$ cat config.mk
export PLATFORM = sky130hd
export DESIGN_NAME = gpio_regblk
export DESIGN_NICKNAME = d
export VERILOG_FILES = /design/src/rtl/gpio_regblk_pkg.sv /design/src/rtl/gpio_lane_map.sv /design/src/rtl/gpio_in_sync.sv /design/src/rtl/gpio_out_latch.sv /design/src/rtl/gpio_regblk.sv
export SDC_FILE = /design/constraint.sdc
export NUM_CORES = 1
export LEC_CHECK = 0
export BUFFER_PORTS_ARGS = -buffer_cell sky130_fd_sc_hd__buf_2
export CAP_MARGIN = 30
export CELL_PAD_IN_SITES_DETAIL_PLACEMENT = 1
export CELL_PAD_IN_SITES_GLOBAL_PLACEMENT = 2
export CORE_MARGIN = 1
export CORE_UTILIZATION = 35
export CTS_CLUSTER_DIAMETER = 200
export DETAILED_ROUTE_END_ITERATION = 10
export PLACE_DENSITY = 0.83
export RECOVER_POWER = 100
export SYNTH_ARGS = -nofsm -noshare
export SYNTH_HDL_FRONTEND = slang
export SYNTH_HIERARCHICAL = 1
export SYNTH_SLANG_ARGS = --single-unit
$ cat constraint.sdc
create_clock -name clk -period 6.3 [get_ports clk]
set_input_delay 0.945 -clock clk [delete_from_list [all_inputs] [get_ports clk]]
set_output_delay 0.945 -clock clk [all_outputs]
set_load 0.05 [all_outputs]
$ cat src/rtl/gpio_regblk_pkg.sv
package gpio_regblk_pkg;
  localparam int unsigned GPIO_AW = 2;

  typedef enum logic [GPIO_AW-1:0] {
    GR_LEVEL = 2'd0,
    GR_SET   = 2'd1,
    GR_CLR   = 2'd2,
    GR_DIR   = 2'd3
  } gpio_reg_e;
endpackage

$ cat src/rtl/gpio_lane_map.sv
// Maps between bus bit order and line order. The mapping is its own
// inverse, so one instance serves writes and another serves reads.
module gpio_lane_map #(
  parameter int unsigned DW     = 32,
  parameter bit          MIRROR = 1'b0,
  parameter bit          BSWAP  = 1'b0
) (
  input  logic [DW-1:0] src,
  output logic [DW-1:0] dst
);
  localparam int unsigned NB = DW / 8;

  for (genvar k = 0; k < DW; k++) begin : g_lane
    localparam int unsigned P0 = BSWAP  ? ((NB - 1 - k / 8) * 8 + k % 8) : k;
    localparam int unsigned P1 = MIRROR ? (DW - 1 - P0) : P0;
    assign dst[k] = src[P1];
  end
endmodule

$ cat src/rtl/gpio_in_sync.sv
module gpio_in_sync #(
  parameter int unsigned DW = 32
) (
  input  logic          clk,
  input  logic          rst_n,
  input  logic [DW-1:0] pad_in,
  output logic [DW-1:0] sync_q
);
  logic [DW-1:0] stg1_q;

  always_ff @(posedge clk or negedge rst_n) begin
    if (!rst_n) begin
      stg1_q <= '0;
      sync_q <= '0;
    end else begin
      stg1_q <= pad_in;
      sync_q <= stg1_q;
    end
  end

  // cycles since reset, saturating, so the 2-deep look-back stays valid
  logic [1:0] age_q;
  always_ff @(posedge clk or negedge rst_n) begin
    if (!rst_n)            age_q <= 2'd0;
    else if (age_q != 2'd2) age_q <= age_q + 2'd1;
  end

  AST_SYNC_TWO_CYCLES: assert property (@(posedge clk) disable iff (!rst_n)
    (age_q == 2'd2) |-> (sync_q == $past(pad_in, 2)));
endmodule

$ cat src/rtl/gpio_out_latch.sv
module gpio_out_latch #(
  parameter int unsigned DW     = 32,
  parameter bit          NO_OUT = 1'b0
) (
  input  logic          clk,
  input  logic          rst_n,
  input  logic          ld_we,
  input  logic          set_we,
  input  logic          clr_we,
  input  logic          dir_we,
  input  logic [DW-1:0] d,
  output logic [DW-1:0] lat_q,
  output logic [DW-1:0] dir_q
);
  logic [DW-1:0] lat_d;
  logic          lat_en;

  // clear beats set, set beats a full load
  always_comb begin
    lat_d  = lat_q;
    lat_en = 1'b0;
    if (!NO_OUT) begin
      lat_en = ld_we | set_we | clr_we;
      if (clr_we)      lat_d = lat_q & ~d;
      else if (set_we) lat_d = lat_q | d;
      else if (ld_we)  lat_d = d;
    end
  end

  always_ff @(posedge clk or negedge rst_n) begin
    if (!rst_n)      lat_q <= '0;
    else if (lat_en) lat_q <= lat_d;
  end

  always_ff @(posedge clk or negedge rst_n) begin
    if (!rst_n)      dir_q <= '0;
    else if (dir_we) dir_q <= d;
  end

  if (!NO_OUT) begin : g_chk_out
    AST_SET_MASKED: assert property (@(posedge clk) disable iff (!rst_n)
      (set_we && !clr_we) |=> (((lat_q & $past(d)) == $past(d)) &&
                               ((lat_q & ~$past(d)) == ($past(lat_q) & ~$past(d)))));
    AST_CLR_MASKED: assert property (@(posedge clk) disable iff (!rst_n)
      clr_we |=> (((lat_q & $past(d)) == '0) &&
                  ((lat_q & ~$past(d)) == ($past(lat_q) & ~$past(d)))));
    AST_LOAD_FULL: assert property (@(posedge clk) disable iff (!rst_n)
      (ld_we && !set_we && !clr_we) |=> (lat_q == $past(d)));
  end else begin : g_chk_noout
    AST_NOOUT_FROZEN: assert property (@(posedge clk) disable iff (!rst_n)
      (ld_we || set_we || clr_we) |=> $stable(lat_q));
  end
endmodule

$ cat src/rtl/gpio_regblk.sv
module gpio_regblk
  import gpio_regblk_pkg::*;
#(
  parameter int unsigned DW           = 32,
  parameter bit          DIR_IS_INPUT = 1'b0,
  parameter bit          MIRROR       = 1'b0,
  parameter bit          BSWAP        = 1'b0,
  parameter bit          SET_READBACK = 1'b1,
  parameter bit          NO_OUT       = 1'b0
) (
  input  logic               clk,
  input  logic               rst_n,
  input  logic [GPIO_AW-1:0] addr,
  input  logic               wr_en,
  input  logic [DW-1:0]      wr_data,
  input  logic               rd_en,
  output logic [DW-1:0]      rd_data,
  input  logic [DW-1:0]      pad_in,
  output logic [DW-1:0]      pad_out,
  output logic [DW-1:0]      pad_oe
);
  if (!(DW == 8 || DW == 16 || DW == 32 || DW == 64)) begin : g_bad_width
    $error("gpio_regblk: DW must be 8, 16, 32 or 64");
  end
  if (BSWAP && DW == 64) begin : g_bad_swap
    $error("gpio_regblk: byte reversal is not available at 64 bits");
  end

  // reset: asserted asynchronously, released on the clock
  logic [1:0] rst_pipe_q;
  logic       rst_s_n;
  always_ff @(posedge clk or negedge rst_n) begin
    if (!rst_n) rst_pipe_q <= 2'b00;
    else        rst_pipe_q <= {rst_pipe_q[0], 1'b1};
  end
  assign rst_s_n = rst_pipe_q[1];

  gpio_reg_e sel;
  logic      ld_we, set_we, clr_we, dir_we;
  assign sel    = gpio_reg_e'(addr);
  assign ld_we  = wr_en && (sel == GR_LEVEL);
  assign set_we = wr_en && (sel == GR_SET);
  assign clr_we = wr_en && (sel == GR_CLR);
  assign dir_we = wr_en && (sel == GR_DIR);

  logic [DW-1:0] wr_lines, lat_q, dir_q, sync_q;

  gpio_lane_map #(.DW(DW), .MIRROR(MIRROR), .BSWAP(BSWAP)) u_wmap (
    .src(wr_data), .dst(wr_lines)
  );

  gpio_out_latch #(.DW(DW), .NO_OUT(NO_OUT)) u_latch (
    .clk(clk), .rst_n(rst_s_n),
    .ld_we(ld_we), .set_we(set_we), .clr_we(clr_we), .dir_we(dir_we),
    .d(wr_lines), .lat_q(lat_q), .dir_q(dir_q)
  );

  gpio_in_sync #(.DW(DW)) u_sync (
    .clk(clk), .rst_n(rst_s_n), .pad_in(pad_in), .sync_q(sync_q)
  );

  always_comb begin
    pad_out = lat_q;
    if (NO_OUT)            pad_oe = '0;
    else if (DIR_IS_INPUT) pad_oe = ~dir_q;
    else                   pad_oe = dir_q;
  end

  // readback
  logic [DW-1:0] rd_lines, rd_bus, rd_d, rd_q;
  always_comb begin
    unique case (sel)
      GR_LEVEL: rd_lines = sync_q;
      GR_SET:   rd_lines = SET_READBACK ? lat_q : '0;
      GR_CLR:   rd_lines = '0;
      GR_DIR:   rd_lines = dir_q;
      default:  rd_lines = '0;
    endcase
  end

  gpio_lane_map #(.DW(DW), .MIRROR(MIRROR), .BSWAP(BSWAP)) u_rmap (
    .src(rd_lines), .dst(rd_bus)
  );

  always_comb rd_d = rd_en ? rd_bus : rd_q;

  always_ff @(posedge clk or negedge rst_s_n) begin
    if (!rst_s_n) rd_q <= '0;
    else          rd_q <= rd_d;
  end
  assign rd_data = rd_q;

  AST_DIR_TO_OE: assert property (@(posedge clk) disable iff (!rst_s_n)
    dir_we |=> (pad_oe == (NO_OUT ? '0 :
                           (DIR_IS_INPUT ? ~$past(wr_lines) : $past(wr_lines)))));
  AST_RD_HOLD: assert property (@(posedge clk) disable iff (!rst_s_n)
    !rd_en |=> $stable(rd_data));
endmodule

==> impl_results.md <==
- Avg Inst Size Synth: 13.4 sq um
- Synth Area in Simple Gates: 0.125
- Power Total: around 3.0 mW
- Failing checks: capacitance limit, slew limit
- Post-detailed-route count of antenna-violating nets: 0
- Post-synthesis mux area share: 0.140
- Initial core utilization: 0.362
- Largest family of logic cells by synthesized area: multiplexers
- Synth top area share: 0.545
- CTS Root Cell: clkbuf_16
- Routability congestion estimate: 0.727
- Final hold slack: 0.309 ns
- Slew at the pin with the worst max-slew slack: ~3.1 ns
- Layout cells sized above 1: 0.326
- Skew final: 0.00795 ns
- Area grow syn2layout: 10.6%
- TritonCTS buffer count: 17
- Post-synth top flop: dfrtp_1
- Worst hold path type: input port to async pin
- Adder-Cell Fraction of Synth Area: 0
- Period utilisation layout: 0.680
- Antenna violations before repair: 1
- Synth Area in Compound Gates: 0.0864
- Kind of start point of the critical path: input port
- Routed wire per std cell: ~19 um
- Final Cell Area: between 8000 and 9000 sq um
- Vias in the first global route: just over 5,000
- Core Rows: between 50 and 60
- Post-synth net total: approximately 630
- Maximum number of pins on one net before global-route repair: 81
- GRT Total Usage: 0.174
- Worst setup EP type: flip-flop
- Max VDD drop: between 0.15 and 0.2 mV
- H-tree levels: 4
- First-pass GRT wire length: between 20,000 and 30,000 um
- Pwr Density: approximately 370 nW/um^2
- Outcome: finished with violations
- Clk slew on worst S/H paths: roughly 0.06 ns
- Yosys cell types: 26
- Non-filler cells, final: 930
- Setup Buffers After CTS: 0
- Overflow after GRT: 0
- Final Max Tran Viols: 100
- Post-CTS sizing: 0
- Post-Syn Area: 7440 sq um
- Number of detailed-route iterations in the first pass: 4
- CP max FO: 32
- CP Data Required Time: ~6.7 ns
- Die width: between 100 and 150 um
- I/O pin count: roughly 170
- CORE AREA: between 20,000 and 25,000 sq um
- Top post-synthesis cells by area: dfrtp_1, mux2_2, nor3_2
- Seq cells post-synth: around 160
- Async SR Flop Fraction: 1.00
- Seq/Total Area, Yosys: 0.545
- Final nets: just over 700
- Setup TNS: 0 ns
- CTS tree: done
- Port bufs: 165
- Max-capacitance violation count: 3
- Placed cells: 896
- DRC viols: 0
- Cts hold-fix bufs: 0
- Via count: 4,561
- Initial DRC Count: approximately 220
- Final setup viols: 0
- Clock Path Buffers: 2
- Wirelength, routed: 18,000 um
- Most numerous cell in the Yosys netlist: dfrtp_1
- Avg Vias per Cell: 4.90
- Post-DP HPWL: approximately 12,000 um
- Crit Path Class: input port to flip-flop
- Number of flops mapped to enable cells by yosys: 0
- Skew-Pair Late Insertion Delay: ~0.42 ns
- RSZ-0062 raised after global routing: no
- Mapped Cells: 556
- Leak Pwr: between 3 and 4 nW
- Xor/xnor share of the synthesized area: 0
- Worst path arrival time: approximately 4.6 ns
- Die Ht: around 150 um
- Synth area leader: dfrtp_1
- Fin. Hold Viols: 0
- Area of the die: between 20,000 and 25,000 sq um
- Slew Limit Headroom: -1.04
- Fmax: roughly 230 MHz
- # clock sinks: roughly 160
- Synth warn: 6
- Synth top cells by count: dfrtp_1, buf_4, nor3_2
- DP Area: 7920 sq um
- Minimum clock period: around 4.3 ns
[worst paths after layout]
path                                  start  slack, ns               end  depth (start not counted)
max                                 addr[1]       2.02       rd_data[16]                          5
min                                   rst_n       0.31     rst_pipe_q[0]                          1
max reg2reg                   rst_pipe_q[1]       5.08  u_latch/lat_q[8]                          2
min reg2reg                u_sync/stg1_q[2]       0.35  u_sync/sync_q[2]                          0
max in group asynchronous     rst_pipe_q[1]       5.08  u_latch/lat_q[8]                          2
min in group clk           u_sync/stg1_q[2]       0.35  u_sync/sync_q[2]                          0
[registers in the layout, indices dropped and copies added (netlist names)]
| signal | cells |
|---|---|
| u_latch/dir_q | 32 |
| rst_pipe_q | 2 |
| u_sync/sync_q | 32 |
| u_latch/lat_q | 32 |
| rd_data | 32 |
| u_sync/stg1_q | 32 |
[final cells by class]
| type | instances | area, sq um |
|---|---|---|
| Antenna cell | 1 | 2.50 |
| Tap cell | 270 | 338 |
| Clock inverter | 10 | 135 |
| Sequential cell | 162 | 4060 |
| Multi-Input combinational cell | 293 | 2450 |
| Timing Repair Buffer | 173 | 810 |
| Fill cell | 2264 | 12300 |
| Clock buffer | 21 | 440 |
[where the power goes]
| group | leakage (nW) | internal (mW) | switching (mW) | total (mW) |
|---|---|---|---|---|
| logic | 1.28 | 0.178 | 0.552 | 0.731 |
| registers | 1.97 | 1.16 | 0.0974 | 1.26 |
| clock network | 0.281 | 0.621 | 0.407 | 1.03 |
[worst max-delay path, stage by stage]
cell       delay (ns)
buf_2            0.46
buf_4            0.47
and2_0           2.28
o2bb2ai_1        0.25
mux2_2           0.18
[routing by layer]
metal  global-route usage  vias up  share of wire  wire length [um]
li1                     -     2075              -                 -
met4               0.0423        0         0.0058               104
met1                0.219     2382           0.44              8010
met5                    0        -              0                 0
met2                0.299       97           0.51              9200
met3               0.0426        7          0.039               699
[cell families after synthesis]
logic type,Yosys count
mux,96
compound gates,66
flops,162
other cells,1
simple gates,130
buf+inv,101
[placed cells by master (no fill, tap or decap), drive strengths merged, types with 3 or more instances in the layout]
cell	n
mux2i	32
dfrtp	162
clkinv	5
nand2	31
nor3	92
o21ai	30
buf	74
clkbuf	120
o2bb2ai	32
bufinv	3
mux2	64
[stage by stage]
stage | setup WS [ns] | utilization
2_1_floorplan | 1.45 | -
6_report | 2.02 | 0.400
3_5_place_dp | 2.78 | 0.385
4_1_cts | 3.26 | 0.413
5_1_grt | 1.73 | 0.400
3_3_place_gp | 2.87 | 0.384
(Power assumes the default switching activity.)
